**src/rtl/ilv_sar_pkg.sv**
```systemverilog
package ilv_sar_pkg;

    typedef enum logic [2:0] {
        SL_REFZ,
        SL_AZ,
        SL_CAL,
        SL_SAMP,
        SL_TRIAL,
        SL_XFER
    } slot_kind_t;

    typedef enum logic {
        CAL_RUN,
        CAL_DONE
    } cal_state_t;

    // Map a frame slot number to its kind for a given result width
    function automatic slot_kind_t slot_kind(input int s, input int nbits);
        if (s == 0)              return SL_REFZ;
        else if (s == 1)         return SL_AZ;
        else if (s == 2)         return SL_CAL;
        else if (s == 3)         return SL_SAMP;
        else if (s <= 3 + nbits) return SL_TRIAL;
        else                     return SL_XFER;
    endfunction

endpackage

```
**src/rtl/ilv_phase_gen.sv**
```systemverilog
module ilv_phase_gen #(
    parameter int NSEC = 18,
    localparam int SW = $clog2(NSEC)
) (
    input  logic          clk,
    input  logic          rst,
    output logic [SW-1:0] phase
);

    always_ff @(posedge clk) begin
        if (rst)
            phase <= '0;
        else if (phase == SW'(NSEC - 1))
            phase <= '0;
        else
            phase <= phase + 1'b1;
    end

    a_r1_phase_wrap: assert property (@(posedge clk) disable iff (rst)
        (phase == SW'(NSEC - 1)) |=> (phase == '0));

    a_r1_phase_range: assert property (@(posedge clk) disable iff (rst)
        phase < SW'(NSEC));

endmodule

```
**src/rtl/ilv_cal_timer.sv**
```systemverilog
module ilv_cal_timer
    import ilv_sar_pkg::*;
#(
    parameter int CAL_CYCLES = 10000,
    localparam int CW = $clog2(CAL_CYCLES + 1)
) (
    input  logic clk,
    input  logic rst,
    output logic cal_done
);

    cal_state_t state_q, state_d;
    logic [CW-1:0] cnt_q;

    // Next-state logic
    always_comb begin
        state_d = state_q;
        unique case (state_q)
            CAL_RUN:  if (cnt_q == CW'(CAL_CYCLES - 1)) state_d = CAL_DONE;
            CAL_DONE: state_d = CAL_DONE;
        endcase
    end

    // State and count register
    always_ff @(posedge clk) begin
        if (rst) begin
            state_q <= CAL_RUN;
            cnt_q   <= '0;
        end else begin
            state_q <= state_d;
            if (state_q == CAL_RUN)
                cnt_q <= cnt_q + 1'b1;
        end
    end

    // Outputs
    always_comb begin
        unique case (state_q)
            CAL_RUN:  cal_done = 1'b0;
            CAL_DONE: cal_done = 1'b1;
        endcase
    end

    a_r7_done_sticky: assert property (@(posedge clk) disable iff (rst)
        cal_done |=> cal_done);

    a_r7_no_early_done: assert property (@(posedge clk) disable iff (rst)
        (state_q == CAL_RUN) |-> (cnt_q < CW'(CAL_CYCLES)));

endmodule

```
**src/rtl/ilv_sar_section.sv**
```systemverilog
module ilv_sar_section
    import ilv_sar_pkg::*;
#(
    parameter int SAR_BITS = 13,
    localparam int NSEC = SAR_BITS + 5,
    localparam int SW = $clog2(NSEC)
) (
    input  logic                clk,
    input  logic                rst,
    input  logic [SW-1:0]       slot,
    input  logic                cmp,
    output logic [5:0]          strobes,   // {xfer, trial, samp, cal, az, refz}
    output logic [SAR_BITS-1:0] trial_code,
    output logic [SAR_BITS-1:0] code,
    output logic                armed
);

    slot_kind_t kind;
    logic [SAR_BITS-1:0] mask;

    always_comb begin
        kind = slot_kind(int'(slot), SAR_BITS);
        mask = '0;
        if (kind == SL_TRIAL)
            mask = SAR_BITS'(1) << (SAR_BITS + 3 - int'(slot));
    end

    // Outputs by slot kind
    always_comb begin
        strobes    = '0;
        trial_code = code;
        unique case (kind)
            SL_REFZ:  strobes[0] = 1'b1;
            SL_AZ:    strobes[1] = 1'b1;
            SL_CAL:   strobes[2] = 1'b1;
            SL_SAMP:  strobes[3] = 1'b1;
            SL_TRIAL: begin
                strobes[4] = 1'b1;
                trial_code = code | mask;
            end
            SL_XFER:  strobes[5] = 1'b1;
        endcase
    end

    // Decided-bit register
    always_ff @(posedge clk) begin
        if (rst) begin
            code  <= '0;
            armed <= 1'b0;
        end else begin
            unique case (kind)
                SL_SAMP: begin
                    code  <= '0;
                    armed <= 1'b1;
                end
                SL_TRIAL: if (cmp) code <= code | mask;
                default: ;
            endcase
        end
    end

    a_r1_one_strobe: assert property (@(posedge clk) disable iff (rst)
        $onehot(strobes));

    a_r3_msb_first: assert property (@(posedge clk) disable iff (rst)
        strobes[3] |=> (trial_code == (SAR_BITS'(1) << (SAR_BITS - 1))));

    a_r4_decision: assert property (@(posedge clk) disable iff (rst)
        strobes[4] |=> (((code & $past(mask)) != '0) == $past(cmp)));

endmodule

```
**src/rtl/ilv_sar_seq.sv**
```systemverilog
module ilv_sar_seq
    import ilv_sar_pkg::*;
#(
    parameter int SAR_BITS   = 13,
    parameter int CAL_CYCLES = 10000,
    localparam int NSEC = SAR_BITS + 5,
    localparam int SW   = $clog2(NSEC)
) (
    input  logic                     clk,
    input  logic                     rst,
    input  logic [NSEC-1:0]          cmp,
    output logic [NSEC-1:0]          st_zero,
    output logic [NSEC-1:0]          st_azcmp,
    output logic [NSEC-1:0]          st_calcmp,
    output logic [NSEC-1:0]          st_samp,
    output logic [NSEC-1:0]          st_trial,
    output logic [NSEC-1:0]          st_xfer,
    output logic [NSEC*SAR_BITS-1:0] trial_code,
    output logic                     res_valid,
    output logic [SW-1:0]            res_sec,
    output logic [SAR_BITS-1:0]      res_code,
    output logic                     cal_done
);

    logic [SW-1:0]       phase;
    logic [SAR_BITS-1:0] codes [NSEC];
    logic [NSEC-1:0]     armed;

    ilv_phase_gen #(.NSEC(NSEC)) u_phase (
        .clk   (clk),
        .rst   (rst),
        .phase (phase)
    );

    ilv_cal_timer #(.CAL_CYCLES(CAL_CYCLES)) u_cal (
        .clk      (clk),
        .rst      (rst),
        .cal_done (cal_done)
    );

    for (genvar k = 0; k < NSEC; k++) begin : g_sec
        logic [SW:0]   wide;
        logic [SW-1:0] slot;
        logic [5:0]    stb;

        // Slot of this section: (phase - k) mod NSEC
        always_comb begin
            if ({1'b0, phase} >= (SW+1)'(k))
                wide = {1'b0, phase} - (SW+1)'(k);
            else
                wide = {1'b0, phase} + (SW+1)'(NSEC - k);
            slot = wide[SW-1:0];
        end

        ilv_sar_section #(.SAR_BITS(SAR_BITS)) u_sec (
            .clk        (clk),
            .rst        (rst),
            .slot       (slot),
            .cmp        (cmp[k]),
            .strobes    (stb),
            .trial_code (trial_code[k*SAR_BITS +: SAR_BITS]),
            .code       (codes[k]),
            .armed      (armed[k])
        );

        assign st_zero[k]   = stb[0];
        assign st_azcmp[k]  = stb[1];
        assign st_calcmp[k] = stb[2];
        assign st_samp[k]   = stb[3];
        assign st_trial[k]  = stb[4];
        assign st_xfer[k]   = stb[5];
    end

    // The section one step behind phase 0 of its frame is in transfer
    always_comb begin
        if (phase == SW'(NSEC - 1))
            res_sec = '0;
        else
            res_sec = phase + 1'b1;
        res_code  = codes[res_sec];
        res_valid = armed[res_sec];
    end

    a_r2_one_sample: assert property (@(posedge clk) disable iff (rst)
        $countones(st_samp) == 1);

    a_r5_from_xfer: assert property (@(posedge clk) disable iff (rst)
        res_valid |-> st_xfer[res_sec]);

    a_r5_sec_steps: assert property (@(posedge clk) disable iff (rst)
        (res_valid && res_sec != SW'(NSEC - 1)) |=> (res_valid && res_sec == $past(res_sec) + 1'b1));

endmodule

```
**config.mk**
```make
export PLATFORM = sky130hd
export DESIGN_NAME = ilv_sar_seq
export DESIGN_NICKNAME = d
export VERILOG_FILES = /design/src/rtl/ilv_sar_pkg.sv /design/src/rtl/ilv_phase_gen.sv /design/src/rtl/ilv_cal_timer.sv /design/src/rtl/ilv_sar_section.sv /design/src/rtl/ilv_sar_seq.sv
export SDC_FILE = /design/constraint.sdc
export NUM_CORES = 1
export LEC_CHECK = 0
export BUFFER_PORTS_ARGS = -buffer_cell sky130_fd_sc_hd__buf_2
export CORE_MARGIN = 3
export CORE_UTILIZATION = 40
export DETAILED_ROUTE_END_ITERATION = 10
export SYNTH_ARGS = -nofsm -noshare
export SYNTH_HDL_FRONTEND = slang
export SYNTH_SLANG_ARGS = --single-unit
```
**constraint.sdc**
```tcl
create_clock -name clk -period 10.8 [get_ports clk]
set_clock_uncertainty 0.15 [all_clocks]
set_input_delay 3.24 -clock clk [delete_from_list [all_inputs] [get_ports clk]]
set_output_delay 3.24 -clock clk [all_outputs]
set_load 0.02 [all_outputs]
```
After elaboration in Yosys (flattened, before gate mapping)
Index checks and enable logic that the tools add are counted.

Register bits after elaboration: 272. Latch bits: 0. Bits in writable memories: 0. ROM bits: 0. Input bits: 20. Output and inout port bits: 362. Logic and storage cells: 700. Memories kept: 0.

Add/sub/neg operators: 54. Multipliers: 0. Divide/modulo/power cells: 0. $lt $le $gt $ge: 37. Equal/unequal tests: 164. Shift-type cells: 18. Multiplexer cells: 296. Bitwise logic cells: 20. Reduce and logical (&&, ||, !) cells: 72.

Operator list (number): 13-bit two-way mux (56); 1-bit by 32-bit left shift with 13-bit output (first input constant) (18); 13-bit case mux with 2 select lines (18); 13-bit bitwise OR (18); 3-bit two-way mux (72); 5-bit by 3-bit equality test with 1-bit output (second input constant) (36); 1-bit two-way mux (128); 3-bit by 2-bit equality test with 1-bit output (second input constant) (36); 3-bit equality test (second input constant) (36); 5-bit by 5-bit subtractor with 6-bit output (first input constant) (18); 5-bit by 2-bit equality test with 1-bit output (second input constant) (18); 5-bit less-or-equal comparator (second input constant) (18); 5-bit logical NOT (18); 5-bit two-way mux (18); 13-bit binary-select mux with 5-bit select (1); 3-bit by 1-bit equality test with 1-bit output (second input constant) (18); 3-bit logical NOT (18); 5-bit by 4-bit adder with 5-bit output (second input constant) (8); 5-bit by 4-bit >= comparator with 1-bit output (second input constant) (8); 5-bit by 4-bit subtractor with 5-bit output (second input constant) (8); 2-bit inequality test (second input constant) (18); 2-bit AND reduction (18); 2-bit nonzero test (18); 5-bit by 3-bit adder with 5-bit output (second input constant) (4); other kinds (20) (34).

Logic depth before layout (Yosys ltp)
Gate-level depths: netlist of the first run.

Depth in word-level cells: 13. Gate-level depth with buffers: 25.

Cells and area by module
A second synthesis of the first run with hierarchy kept.

Cell total of the unflattened synthesis: 3037. Area total of the unflattened synthesis: 24338.3 µm².

Modules (own cells, without submodules): ilv_sar_section at g_sec[0].u_sec ... (instances 15, cells each 132, area each 1074.8 µm²); ilv_sar_seq (instances 1, cells each 628, area each 4272.8 µm²); ilv_sar_section at g_sec[2].u_sec ... (instances 3, cells each 110, area each 1002.2 µm²); ilv_cal_timer (instances 1, cells each 76, area each 713.2 µm²); ilv_phase_gen (instances 1, cells each 23, area each 224.0 µm²).

Least setup slack after synthesis of the first run
Ideal clock, no wire load.

Path type: flip-flop to output port. Start point: register u_phase.phase[0]. End point: output trial_code[91]. Arrival time: 6.267 ns. Required time: 7.410 ns. Setup slack: 1.143 ns. Stages on the path, launching flop included: 25. Path buffers: 11. Cell sequence: dfxtp_1 buf_6 buf_6 buf_6 buf_2 buf_2 buf_2 clkbuf_1 clkbuf_1 inv_1 ha_1 clkbuf_1 clkinv_1 clkbuf_1 xnor2_1 inv_1 ha_1 o21ai_0 o32ai_4 ha_1 a2111oi_4 nor2_1 buf_2 nand2_1 o21bai_1.

Word-level cells in the longest chain between the ends: 12. Elaborated cells between the ends (all ways): 20.

Ends and longest elaborated chain: start: declaration (RTL line ilv_phase_gen.sv:7) `output logic [SW-1:0] phase`; start signal: assignment (RTL line ilv_phase_gen.sv:16) `phase <= phase + 1'b1;`; 5-bit by 4-bit adder with 5-bit output (tied with other cells) (RTL line ilv_sar_seq.sv:51) `wide = {1'b0, phase} + (SW+1)'(NSEC - k);`; 5-bit two-way mux (*) (RTL line ilv_sar_seq.sv:48) `if ({1'b0, phase} >= (SW+1)'(k))`; 5-bit less-or-equal comparator (RTL line ilv_sar_pkg.sv:23) `else if (s <= 3 + nbits) return SL_TRIAL;`; 1-bit two-way mux (RTL line ilv_sar_pkg.sv:23); 3-bit two-way mux (RTL line ilv_sar_pkg.sv:22) `else if (s == 3) return SL_SAMP;`; 3-bit two-way mux (RTL line ilv_sar_pkg.sv:21) `else if (s == 2) return SL_CAL;`; 3-bit two-way mux (RTL line ilv_sar_pkg.sv:20) `else if (s == 1) return SL_AZ;`; 3-bit two-way mux (RTL line ilv_sar_pkg.sv:19) `if (s == 0) return SL_REFZ;`; 3-bit equality test (RTL line ilv_sar_section.sv:24, ilv_sar_section.sv:32); 13-bit two-way mux (RTL line ilv_sar_section.sv:24) `if (kind == SL_TRIAL)`; 13-bit bitwise OR (RTL line ilv_sar_section.sv:39) `trial_code = code | mask;`; 13-bit two-way mux (*) (RTL line ilv_sar_section.sv:32) `unique case (kind)`; end: declaration (RTL line ilv_sar_seq.sv:18) `output logic [NSEC*SAR_BITS-1:0] trial_code,`.

Every way passes the cells marked *; elsewhere a longest branch is shown, timed or not.

Worst setup path in the final report of the first run
Start point: register u_phase.phase[0]. End point: output trial_code[175].

Word-level cells in the longest chain between the ends: 12. Elaborated cells between the ends (all ways): 20.

Ends and longest elaborated chain (RTL line): 5-bit by 3-bit adder with 5-bit output (tied with other cells) (ilv_sar_seq.sv:51); 5-bit two-way mux (*) (ilv_sar_seq.sv:48); 5-bit less-or-equal comparator (ilv_sar_pkg.sv:23); 1-bit two-way mux (ilv_sar_pkg.sv:23); 3-bit two-way mux (ilv_sar_pkg.sv:22); 3-bit two-way mux (ilv_sar_pkg.sv:21); 3-bit two-way mux (ilv_sar_pkg.sv:20); 3-bit two-way mux (ilv_sar_pkg.sv:19); 3-bit equality test (ilv_sar_section.sv:24, ilv_sar_section.sv:32); 13-bit two-way mux (ilv_sar_section.sv:24); 13-bit bitwise OR (ilv_sar_section.sv:39); 13-bit two-way mux (*) (ilv_sar_section.sv:32).

Marks and branches as above.

==> results of run 1 <==
## area by class of cell
cell class	instances	area (um2)
Multi-Input combinational cell	2097	14900
Timing Repair Buffer	408	2120
Antenna cell	1	2.50
Inverter	105	394
Clock inverter	16	183
Clock buffer	48	1030
Tap cell	688	861
Sequential cell	272	5450
Fill cell	5205	28000
## final timing paths
check                           cells past startpoint  slack, ps                      end
worst min-delay path                                1        310     g_sec[3].u_sec.armed
worst min register to register                      1        310     g_sec[3].u_sec.armed
worst max-delay path                               12       1650          trial_code[175]
worst max register to register                     15       5300  g_sec[11].u_sec.code[7]
## kinds of logic (layout without fill, tap and decap cells)
family | after synthesis | after routing | share of synthesized area
AO/OA/AOI/OAI | 841 | 841 | 0.299
other | 0 | 1 | 0
adder cells (fa/ha/maj) | 134 | 134 | 0.0780
XOR/XNOR | 88 | 88 | 0.0369
buffers and inverters | 266 | 577 | 0.0560
multiplexers | 59 | 59 | 0.0368
flip-flops | 272 | 272 | 0.253
AND/OR/NAND/NOR | 975 | 975 | 0.240
## flip-flops by register name, indices dropped and copies added (netlist names)
name and cells:
u_cal.cnt_q 14, u_cal.state_q 1, g_sec.u_sec.code 234, u_phase.phase 5, g_sec.u_sec.armed 18
## metal layers
metal | GRT usage | vias up
met4 | 0.145 | 0
met1 | 0.405 | 10900
met2 | 0.489 | 1165
met3 | 0.0535 | 206
li1 | - | 10300
met5 | 0 | -
## stage by stage
stage | utilization | instances
after global routing | 0.471 | 3634
final | 0.471 | 3635
after detailed placement | 0.448 | 3570
after floorplan | - | 2635
after CTS | 0.471 | 3634
after global placement | 0.448 | 3570
## placed cells by master, fill, tap and decap left out, types with 63 or more instances in the layout
cell type	count
o21ai_0	71
nor3_1	75
nor2_1	264
dfxtp_1	270
nand2_1	215
buf_2	381
a21o_1	110
o21bai_1	91
a21oi_1	111
a31oi_1	63
inv_1	96
ha_1	134
## power breakdown
| group | total [W] | leakage, nW | internal (W) | switching (W) |
|---|---|---|---|---|
| combinational | 0.00157 | 8.73 | 0.000475 | 0.00110 |
| sequential | 0.00108 | 2.20 | 0.00104 | 0.0000426 |
| clock | 0.00124 | 0.593 | 0.000745 | 0.000492 |
| total | 0.00389 | 11.5 | 0.00226 | 0.00163 |
## worst register-to-register path, cell delays in order (launching register included)
cell and delay [ps]:
dfxtp_4 900, inv_1 180, ha_1 350, clkinv_1 530, buf_4 440, xnor2_1 360, inv_1 120, ha_1 210
inv_1 160, nor3_1 110, ha_1 240, a211oi_2 300, o311ai_2 200, a2111oi_4 480, or2_1 510, nor3b_1 120
==> impl_metrics.yaml, run 1 <==
placement:
  place_hpwl_mm: 70.8
  placed_area_um2: 23700
  globalplace.congestion: 1.18
  dp_slack_ps: 2380
  port_buffers: 381
detailed_routing:
  wire_per_inst_um: 25.2
  route.met2.wl_mm: 41.3
  drt-met1-wl_mm: 37.9
  drcViolationCount: 0
  wl_met3_mm: 7.80
  vias_per_cell: 6.21
  first_iter_violations: 2218
  drt-total-wl_mm: 91.6
  firstDrtPassIters: 8
  vias: 22600
  dr.max_layer_used: "met4"
  drtAntennaViolNets: 0
sta:
  fin_ws_ps: 1650
  finalMaxSlewViolations: 0
  hold_viol: 0
  slew_headroom: 0.203
  setup_violations: 0
  tightest_slew_ps: 1190
  rsz0062_at_grt: "false"
  whs_ps: 309
  fin_crit_ps: 9150
  fin_crit_sh: 0.848
  finalSetupTns_ps: 0
  fmax_mhz: 109
die:
  start_util: 0.407
  fp.dieH_um: 238
  die_area_um2: 56600
  boundaryPins: 382
  die_w_um: 238
  core_area_um2: 52900
  rows: 84
clock_network:
  clk_latency_ps: 560
  cts_buffers: 37
  ctsHoldBuffers: 0
  htree_levels: 2
  cts_tree: "built"
  clk_pin_slew_ps: 70
  clock_path_buffers: 3
  clock-root-buffer: "clkbuf_16"
  cts_num_sinks: 272
  cts_resized: 0
  post_cts.repair.setup_buffers: 0
logic_synthesis:
  yosys_warnings: 0
  synth_edf_count: 0
  synth_common_cells: "272 x dfxtp_1, 264 x nor2_1, 215 x nand2_1"
  synth_top_area_cell: "dfxtp_1"
  synth_area_leaders: "dfxtp_1 25%, ha_1 7.8%, nor2_1 4.6%"
  ys_seq_area_frac: 0.253
  netlist_instances: 2635
  syn_area_um2: 21500
  syn_nets: 2789
  async_flop_share: 0
  ys.flop_type: "dfxtp_1"
  ys_ff_latch: 272
  syn_area_per_cell_um2: 8.16
  synth_cell_types: 121
  synth_top_area_share: 0.253
  synth_most_common_cell: "dfxtp_1"
grt:
  grt_max_degree: 153
  grt_pass1_wl_mm: 134
  grt-ovfl-total: 0
  antenna_found_initial: 1
  grt_pass1_vias: 21000
  track_usage: 0.307
worst_setup_path:
  startpoint: "u_phase.phase[0]"
  critPathRequiredTime_ps: 7410
  cp.arrival_ps: 5760
  cp_top_family: "simple AND/OR/NAND/NOR gates"
  r2r_start: "u_phase.phase[0]"
  cpPeakStageDelay_ps: 930
  cp_cell_sequence: "inv_1 > ha_1 > xor2_2 > o2111ai_1 > nand2_1 > and3_1 > ha_1 > a311oi_4 > nor4_4 > nand2_1 > o21bai_1 > buf_2"
  cp_slowest_cell: "xor2_2"
  cp-start-kind: "flip-flop"
  criticalPathCategory: "reg2out"
  path_max_fanout: 64
  path_buf_inv: 2
  end_kind: "primary output"
layout:
  final_area_um2: 24900
  area_growth_pct: 15.9
  nets: 3075
  layout-drive-gt1-share: 0.214
power:
  peakVddDrop_mv: 0.0981
  power.density_nw_per_um2: 156
  p_leak_nw: 11.5
  finalPower_w: 0.00389
run_status:
  status: "finished clean"
min_path:
  worstHoldPathType: "reg2reg"
  min_from: "g_sec[3].u_sec.armed"
flow_run:
  drv_cap: 0
(Power assumes the default switching activity.)
==> run 2, diff against run 1 <==
==> constraint.sdc (replaced) <==
create_clock -name clk -period 7.9 [get_ports clk]
set_clock_uncertainty 0.15 [all_clocks]
set_input_delay 2.37 -clock clk [delete_from_list [all_inputs] [get_ports clk]]
set_output_delay 2.37 -clock clk [all_outputs]
set_load 0.02 [all_outputs]
==> run 2 against run 1 <==
Net effect: global-route usage is 0.51 points higher; non-clock buffer count is 11 higher; via count is 0.29% higher; first-iteration DRC count is 1.6% higher; die area stayed put; sequential power is 37% higher; sequential cell count stayed put; utilization is 0.17 points higher; register-to-register slack worse by 2400 ps; critical path depth is 1 lower; combinational power is 38% higher.
==> impl_metrics.yaml, run 2 (synthesis results as in run 1) <==
clock_network:
  cts_tree: "built"
  clock-root-buffer: "clkbuf_16"
  cts_num_sinks: 272
  post_cts.repair.setup_buffers: 0
  clk_pin_slew_ps: 60
  clock_path_buffers: 3
  cts_buffers: 36
  clk_latency_ps: 560
  htree_levels: 2
sta:
  fin_crit_ps: 7730
  fin_crit_sh: 0.979
  finalSetupTns_ps: 0
  setup_violations: 0
  finalMaxSlewViolations: 0
  tightest_slew_ps: 1260
  hold_viol: 0
  fin_ws_ps: 167
  fmax_mhz: 129
  slew_headroom: 0.151
  rsz0062_at_grt: "false"
grt:
  grt_max_degree: 70
  track_usage: 0.312
  met3_usage: 0.0474
  busiest_layer: "met2"
  met2_usage: 0.509
  grt_pass1_vias: 21300
  use_met1: 0.410
  antenna_found_initial: 4
  grt-ovfl-total: 0
  grt_pass1_wl_mm: 136
placement:
  port_buffers: 381
  dp_slack_ps: 604
  place_hpwl_mm: 72.2
  globalplace.congestion: 0.993
die:
  start_util: 0.407
  die_w_um: 238
  boundaryPins: 382
  fp.dieH_um: 238
  rows: 84
  core_area_um2: 52900
  die_area_um2: 56600
worst_setup_path:
  cp-start-kind: "flip-flop"
  end_kind: "primary output"
  cp_top_family: "compound AO/OA/AOI/OAI gates"
  crit_top_cell: "ha_1"
  critPathRequiredTime_ps: 5380
  cp_cell_sequence: "clkinvlp_4 > ha_1 > a21boi_4 > xnor2_1 > o21ai_0 > and2_1 > ha_1 > nor2b_1 > a21boi_1 > a21o_1 > buf_2"
  cp.arrival_ps: 5210
  criticalPathCategory: "reg2out"
  path_max_fanout: 12
  cpPeakStageDelay_ps: 800
  path_buf_inv: 2
  cp_slowest_cell: "xnor2_1"
layout:
  largest_reg_flops: 234
  layout_commonest_cell: "buf_2"
  layout-drive-gt1-share: 0.221
  nets: 3085
  layout_common_cells: "381 x buf_2, 270 x dfxtp_1, 264 x nor2_1"
  fillers: 5203
  area_growth_pct: 16.3
  top_register: "g_sec.u_sec.code"
  top_regs: "g_sec.u_sec.code: 234 flops, g_sec.u_sec.armed: 18 flops, u_cal.cnt_q: 14 flops"
detailed_routing:
  drtAntennaViolNets: 0
  vias_per_cell: 6.20
  drcViolationCount: 0
  drt-total-wl_mm: 92.9
  wire_per_inst_um: 25.5
  firstDrtPassIters: 6
  first_iter_violations: 2253
  vias: 22600
flow_run:
  drv_cap: 0
run_status:
  status: "finished clean"
power:
  peakVddDrop_mv: 0.125
  p_leak_nw: 11.6
  power.density_nw_per_um2: 212
min_path:
  worstHoldPathType: "reg2reg"
-- run 2: cell type report --
class	count	area, um2	area share
diodes	1	2.50	0.000100
clock buffers	52	1070	0.0429
clock inverters	13	108	0.00430
inverters	105	403	0.0161
multi-input cells	2097	14900	0.597
flip-flops and latches	272	5450	0.218
well taps	688	861	0.0344
repair buffers	419	2190	0.0877
-- run 2: metal layers --
| metal | vias up | share of wire |
|---|---|---|
| met5 | - | 0.00024 |
| met4 | 4 | 0.048 |
| met3 | 191 | 0.069 |
| met2 | 1012 | 0.46 |
| met1 | 11100 | 0.42 |
| li1 | 10300 | - |
-- run 2: through the flow --
stage               std cells  instance area, um2  hold WS (ps)  utilization  total power, W
floorplan                2635               21500           282            -         0.00293
global placement         3581               23800           293        0.450         0.00360
detailed placement       3581               23800           304        0.450         0.00362
CTS                      3646               25000           321        0.473         0.00528
global route             3646               25000           337        0.473         0.00552
finish                   3647               25000           317        0.473         0.00531
-- run 2: timing repair --
item,in CTS,in global routing
cloned,0,0
endpoints found under the setup margin,3,42
resized for setup,1,3
hold buffers,0,0
-- run 2: power breakdown --
part / internal [W] / switching, W / leakage [nW]
Clock: 0.000980 / 0.000677 / 0.587
Combinational: 0.000656 / 0.00152 / 8.81
Sequential: 0.00142 / 0.0000543 / 2.20
-- run 2: worst paths after layout --
kind / from / end / slack (ps) / cells after the start
worst max-delay path: u_phase.phase[1] / trial_code[42] / 170 / 11
worst min-delay path: g_sec[7].u_sec.armed / g_sec[7].u_sec.armed / 320 / 1
worst max register to register: u_phase.phase[4] / g_sec[2].u_sec.code[10] / 2870 / 16
worst min register to register: g_sec[7].u_sec.armed / g_sec[7].u_sec.armed / 320 / 1
